--- src/rtl/pixclk_gen_pkg.sv ---
package pixclk_gen_pkg;
    typedef enum logic [1:0] {
        PH_LOAD = 2'd0,
        PH_HIGH = 2'd1,
        PH_LOW  = 2'd2
    } phase_e;
endpackage

--- src/rtl/pixclk_cfg_hold.sv ---
module pixclk_cfg_hold #(
    parameter int PER_W = 4,
    parameter int DLY_W = 4
) (
    input  logic                 clk_i,
    input  logic                 rst_ni,
    input  logic                 load_i,
    input  logic [PER_W-1:0]     period_i,
    input  logic [DLY_W-1:0]     delay_i,
    input  logic                 invert_i,
    input  logic                 lowpwr_i,
    output logic [PER_W:0]       half_o,
    output logic [DLY_W-1:0]     dly_o,
    output logic                 inv_o,
    output logic                 lp_o
);
    localparam int HALF_W = PER_W + 1;

    logic [PER_W-1:0]  per_eff;
    logic [HALF_W-1:0] half_n;

    // zero period behaves as one; low power doubles the phase length
    always_comb begin
        per_eff = (period_i == '0) ? PER_W'(1) : period_i;
        half_n  = lowpwr_i ? {per_eff, 1'b0} : {1'b0, per_eff};
    end

    always_ff @(posedge clk_i) begin
        if (!rst_ni) begin
            half_o <= HALF_W'(1);
            dly_o  <= DLY_W'(1);
            inv_o  <= 1'b0;
            lp_o   <= 1'b0;
        end else if (load_i) begin
            half_o <= half_n;
            dly_o  <= delay_i;
            inv_o  <= invert_i;
            lp_o   <= lowpwr_i;
        end
    end
endmodule

--- src/rtl/pixclk_phase_fsm.sv ---
module pixclk_phase_fsm
    import pixclk_gen_pkg::*;
#(
    parameter int HALF_W = 5
) (
    input  logic              clk_i,
    input  logic              rst_ni,
    input  logic [HALF_W-1:0] half_i,
    output logic              base_o,
    output logic              enter_o,
    output logic              tgl_o
);
    phase_e            st, st_n;
    logic [HALF_W-1:0] cnt;
    logic              last;

    assign last = (cnt == half_i - HALF_W'(1));

    // state register with phase counter and period toggle
    always_ff @(posedge clk_i) begin
        if (!rst_ni) begin
            st    <= PH_LOAD;
            cnt   <= '0;
            tgl_o <= 1'b0;
        end else begin
            st  <= st_n;
            cnt <= (st_n != st) ? '0 : cnt + HALF_W'(1);
            if (enter_o)
                tgl_o <= (st == PH_LOAD) ? 1'b1 : ~tgl_o;
        end
    end

    always_comb begin
        st_n = st;
        unique case (st)
            PH_LOAD: st_n = PH_HIGH;
            PH_HIGH: if (last) st_n = PH_LOW;
            PH_LOW:  if (last) st_n = PH_HIGH;
            default: st_n = PH_LOAD;
        endcase
    end

    // outputs
    always_comb begin
        base_o  = (st == PH_HIGH);
        enter_o = (st_n == PH_HIGH) && (st != PH_HIGH);
    end
endmodule

--- src/rtl/pixclk_delay_line.sv ---
module pixclk_delay_line #(
    parameter int DLY_W = 4
) (
    input  logic             clk_i,
    input  logic             rst_ni,
    input  logic             din_i,
    input  logic [DLY_W-1:0] sel_i,
    output logic             dout_o
);
    localparam int TAPS = (1 << DLY_W) - 1;

    logic [TAPS-1:0] sh;

    generate
        if (TAPS == 1) begin : g_single
            always_ff @(posedge clk_i) begin
                if (!rst_ni) sh <= '0;
                else         sh <= din_i;
            end
        end else begin : g_chain
            always_ff @(posedge clk_i) begin
                if (!rst_ni) sh <= '0;
                else         sh <= {sh[TAPS-2:0], din_i};
            end
        end
    endgenerate

    // tap k delivers the input delayed by k cycles
    assign dout_o = (sel_i == '0) ? din_i : sh[sel_i - DLY_W'(1)];
endmodule

--- src/rtl/pixclk_gen.sv ---
module pixclk_gen #(
    parameter int PER_W = 4,
    parameter int DLY_W = 4
) (
    input  logic             clk2x_i,
    input  logic             rst_ni,
    input  logic [PER_W-1:0] period_i,
    input  logic [DLY_W-1:0] delay_i,
    input  logic             invert_i,
    input  logic             lowpwr_i,
    output logic             pixclk_o,
    output logic             launch_o,
    output logic             adcclk_o
);
    localparam int HALF_W = PER_W + 1;

    logic [HALF_W-1:0] half_s;
    logic [DLY_W-1:0]  dly_s;
    logic              inv_s;
    logic              lp_s;
    logic              base;
    logic              enter_high;
    logic              tgl;
    logic              tap;

    pixclk_cfg_hold #(.PER_W(PER_W), .DLY_W(DLY_W)) u_cfg (
        .clk_i    (clk2x_i),
        .rst_ni   (rst_ni),
        .load_i   (enter_high),
        .period_i (period_i),
        .delay_i  (delay_i),
        .invert_i (invert_i),
        .lowpwr_i (lowpwr_i),
        .half_o   (half_s),
        .dly_o    (dly_s),
        .inv_o    (inv_s),
        .lp_o     (lp_s)
    );

    pixclk_phase_fsm #(.HALF_W(HALF_W)) u_fsm (
        .clk_i   (clk2x_i),
        .rst_ni  (rst_ni),
        .half_i  (half_s),
        .base_o  (base),
        .enter_o (enter_high),
        .tgl_o   (tgl)
    );

    pixclk_delay_line #(.DLY_W(DLY_W)) u_dly (
        .clk_i  (clk2x_i),
        .rst_ni (rst_ni),
        .din_i  (base),
        .sel_i  (dly_s),
        .dout_o (tap)
    );

    always_ff @(posedge clk2x_i) begin
        if (!rst_ni) begin
            pixclk_o <= 1'b0;
            launch_o <= 1'b0;
            adcclk_o <= 1'b0;
        end else begin
            pixclk_o <= inv_s ^ tap;
            launch_o <= enter_high;
            adcclk_o <= lp_s ? base : tgl;
        end
    end
endmodule

--- config.mk ---
export PLATFORM = sky130hd
export DESIGN_NAME = pixclk_gen
export DESIGN_NICKNAME = d
export VERILOG_FILES = /design/src/rtl/pixclk_gen_pkg.sv /design/src/rtl/pixclk_cfg_hold.sv /design/src/rtl/pixclk_phase_fsm.sv /design/src/rtl/pixclk_delay_line.sv /design/src/rtl/pixclk_gen.sv
export SDC_FILE = /design/constraint.sdc
export NUM_CORES = 1
export LEC_CHECK = 0
export CORE_ASPECT_RATIO = 0.5
export CORE_MARGIN = 3
export CORE_UTILIZATION = 39
export CTS_BUF_LIST = sky130_fd_sc_hd__clkbuf_4
export CTS_CLUSTER_SIZE = 10
export DETAILED_ROUTE_END_ITERATION = 7
export GPL_TIMING_DRIVEN = 0
export SLEW_MARGIN = 10
export SYNTH_ARGS = -nofsm -noshare
export SYNTH_HDL_FRONTEND = slang
export SYNTH_SLANG_ARGS = --single-unit
--- constraint.sdc ---
create_clock -name clk2x_i -period 2.4 [get_ports clk2x_i]
set_input_delay 0.48 -clock clk2x_i [delete_from_list [all_inputs] [get_ports clk2x_i]]
set_output_delay 0.48 -clock clk2x_i [all_outputs]
set_load 0.02 [all_outputs]
==> impl_metrics.yaml <==
critical_path:
  cp.depth: 7
  critPathKind: "flop to flop"
  path_cells: "inv_1 > ha_1 > o21ba_1 > a221oi_2 > o2111ai_2 > nand2_2 > mux2i_1"
  worstSetupStartpointType: "flop"
  max_stage_delay_ns: 0.43
  worstPathArrival_ns: 2.40
  crit_fanout: 8
  endpoint_kind: "flop"
  rr_startpoint: "u_cfg.half_o[0]"
  cp.required_ns: 2.68
  r2r_cells: 7
  rr_endpoint: "u_cfg.inv_o"
  rrSetupSlack_ns: 0.29
  crit_slowest_cell: "dfxtp_1"
  worstSetupEndpoint: "u_cfg.inv_o"
  timing.critical_path.buf_inv: 1
  crit_family: "compound AO/OA/AOI/OAI gates"
  crit_start: "u_cfg.half_o[0]"
sta:
  rsz0062_at_grt: "no"
  setup-tns-final_ns: 0
  fin_crit_sh: 0.880
  hold_violations: 0
  fmax_ghz: 0.473
  finalSetupViolCount: 0
  tightestPinTransition_ns: 0.480
  period_minus_slack_ns: 2.11
  slew_headroom: 0.678
  finClkSkew_ns: 0.00822
  drv_slew: 0
yosys:
  netlist_area_um2: 1650
  synth.avg_cell_area_um2: 9.77
  synth_enable_flop_cells: 0
  netlist.area_leader.share: 0.449
  synth_top_area_cell: "dfxtp_1"
  synth.most_common_cell: "dfxtp_1"
  async_flop_share: 0
  yosys-top-cells-count: "dfxtp_1 (37), nand2_1 (15), and2_1 (14), nor2_1 (14), inv_1 (8)"
  yosys-top-cells-area: "dfxtp_1 (45%), and2_1 (5.3%), mux2i_1 (4.2%), mux4_2 (4.1%), xnor2_1 (3.7%)"
  syn_nets: 185
  ys_seq_elements: 37
  ys_warn_count: 0
  synth_ff_type: "dfxtp_1"
  ys_types: 38
  yosysSeqAreaShare: 0.449
  syn_inst: 169
final_layout:
  syn2layout_area_growth_pct: 16.1
  finalNonFillerCells: 243
  antennaDiodeCount: 0
  final_layout_size_suffix_gt1_frac: 0.106
  fin_area_um2: 1920
  fin_util: 0.481
  nNetsFinal: 204
route:
  remaining_drc_errors: 0
  vias_per_cell: 5.19
  num_vias: 1262
  drt_iter0_markers: 49
  wl_per_cell_um: 13.1
  antenna_left: 0
  wl_um: 3190
  firstDrtPassIters: 4
global_route:
  grt_pass1_vias: 1272
  grt_use_total: 0.145
  antenna_found_initial: 0
  grt_max_degree: 13
  grt-ovfl-total: 0
  grt_pass1_wl_um: 5720
die:
  die_h_um: 52
  die_w_um: 98.0
  start_util: 0.414
  io-pin-count: 15
  die-area_um2: 5100
  core_area_um2: 3980
  num_rows: 16
cts:
  cts_inserted_buffers: 5
  cts_hold_buf: 0
  cts-root-buf: "clkbuf_4"
  cts_setup_buffers: 0
  ctsResizeCount: 0
  htreeDepth: 2
  cts_buffer_depth: 2
  insertion_delay_ns: 0.34
  cts_sinks: 37
  cts_tree: "done"
  cts.reportedPaths.clkPinSlew_ns: 0.12
place:
  placed_area_um2: 1840
  place.gp.congestion: 0.731
  place.detailed.instances: 235
  portBuffers: 12
  hpwl_um: 2300
power:
  sw_frac_of_total: 0.356
  p_sw_uw: 675
  powerDensity_nw_per_um2: 989
  intPower_uw: 1220
  clkPwrFrac: 0.228
  p_comb_frac: 0.357
  p_leak_uw: 0.000752
  vdd_drop_max_uv: 435
  power_frac_seq: 0.414
worst_hold_path:
  hp-class: "flop to flop"
flow_run:
  max-cap-violations: 0
outcome:
  status: "finished clean"
-- layout make-up --
type | count | area [µm²]
fill | 382 | 2070
multi-input combinational | 117 | 845
sequential | 37 | 741
timing repair buffer | 12 | 120
tap | 54 | 67.6
clock inverter | 3 | 41.3
clock buffer | 5 | 37.5
buffer | 7 | 35.0
inverter | 8 | 30.0
-- worst min path at each step --
stage                      start      endpoint  cells past startpoint  slack (ns)
floorplan           u_dly.sh[12]  u_dly.sh[13]                      1        0.43
global placement     u_dly.sh[9]  u_dly.sh[10]                      1        0.44
detailed placement  u_dly.sh[13]  u_dly.sh[14]                      1        0.44
CTS                  u_dly.sh[9]  u_dly.sh[10]                      1        0.47
global route         u_dly.sh[1]   u_dly.sh[2]                      1        0.48
finish               u_dly.sh[9]  u_dly.sh[10]                      1        0.47
-- per-layer routing --
| metal | global-route usage | part of all wire | vias to the layer above |
|---|---|---|---|
| li1 | - | - | 636 |
| met4 | 0.0621 | 0.012 | 0 |
| met5 | 0 | 0 | - |
| met1 | 0.178 | 0.50 | 612 |
| met3 | 0.0442 | 0.027 | 5 |
| met2 | 0.240 | 0.46 | 9 |
-- state kept, by name, summed over array words and instances, names as in the netlist --
register and flops:
u_fsm.tgl_o 1, u_cfg.half_o 5, u_dly.sh 15, u_cfg.dly_o 4, u_fsm.cnt 5, pixclk_o 1, u_cfg.inv_o 1, launch_o 1
u_cfg.lp_o 1, adcclk_o 1, u_fsm.st 2
-- placed cells by master (no fill, tap or decap), drive strengths merged, types with 2 or more instances in the layout --
cell type	synthesis	routed
a221oi	2	2
and2	14	14
buf	3	3
clkbuf	4	9
clkdlybuf4s50	0	12
dfxtp	37	37
ha	4	4
inv	8	8
mux2i	7	7
mux4	3	3
nand2	16	16
nand3	6	6
nand4	6	6
nor2	14	14
nor3	4	4
nor3b	2	2
o211ai	6	6
o21ai	6	6
o31ai	2	2
xnor2	7	7
xor2	5	5
-- power by group through the flow --
stage	registers (µW)	clock network, µW	logic (µW)
3_5_place_dp	799	0	683
3_3_place_gp	797	0	668
6_report	785	433	678
5_1_grt	801	476	773
4_1_cts	785	446	686
2_1_floorplan	799	0	514
-- worst reg2reg max path, stage by stage, from the launching register on --
cell       delay, ns
dfxtp_1         0.43
inv_1           0.07
ha_1            0.24
o21ba_1         0.21
a221oi_2        0.37
o2111ai_2       0.33
nand2_2         0.22
mux2i_1         0.19
-- cell families after synthesis --
group	Yosys count	synth area share
muxes	11	0.0902
adders and majority gates	4	0.0303
xor gates and xnor gates	12	0.0637
and+or+nand+nor	65	0.202
buffers and inverters	15	0.0394
AOI/OAI and AO/OA	25	0.126
DFF	37	0.449
-- stage by stage --
stage	total power, µW	worst slack, ns	hold WS, ns
after floorplan	1310	0.572	0.429
after global placement	1470	0.353	0.438
after detailed placement	1480	0.308	0.443
after CTS	1920	0.263	0.473
after global routing	2050	0.0877	0.484
final	1900	0.287	0.471
Power figures use the tool's default switching activity.
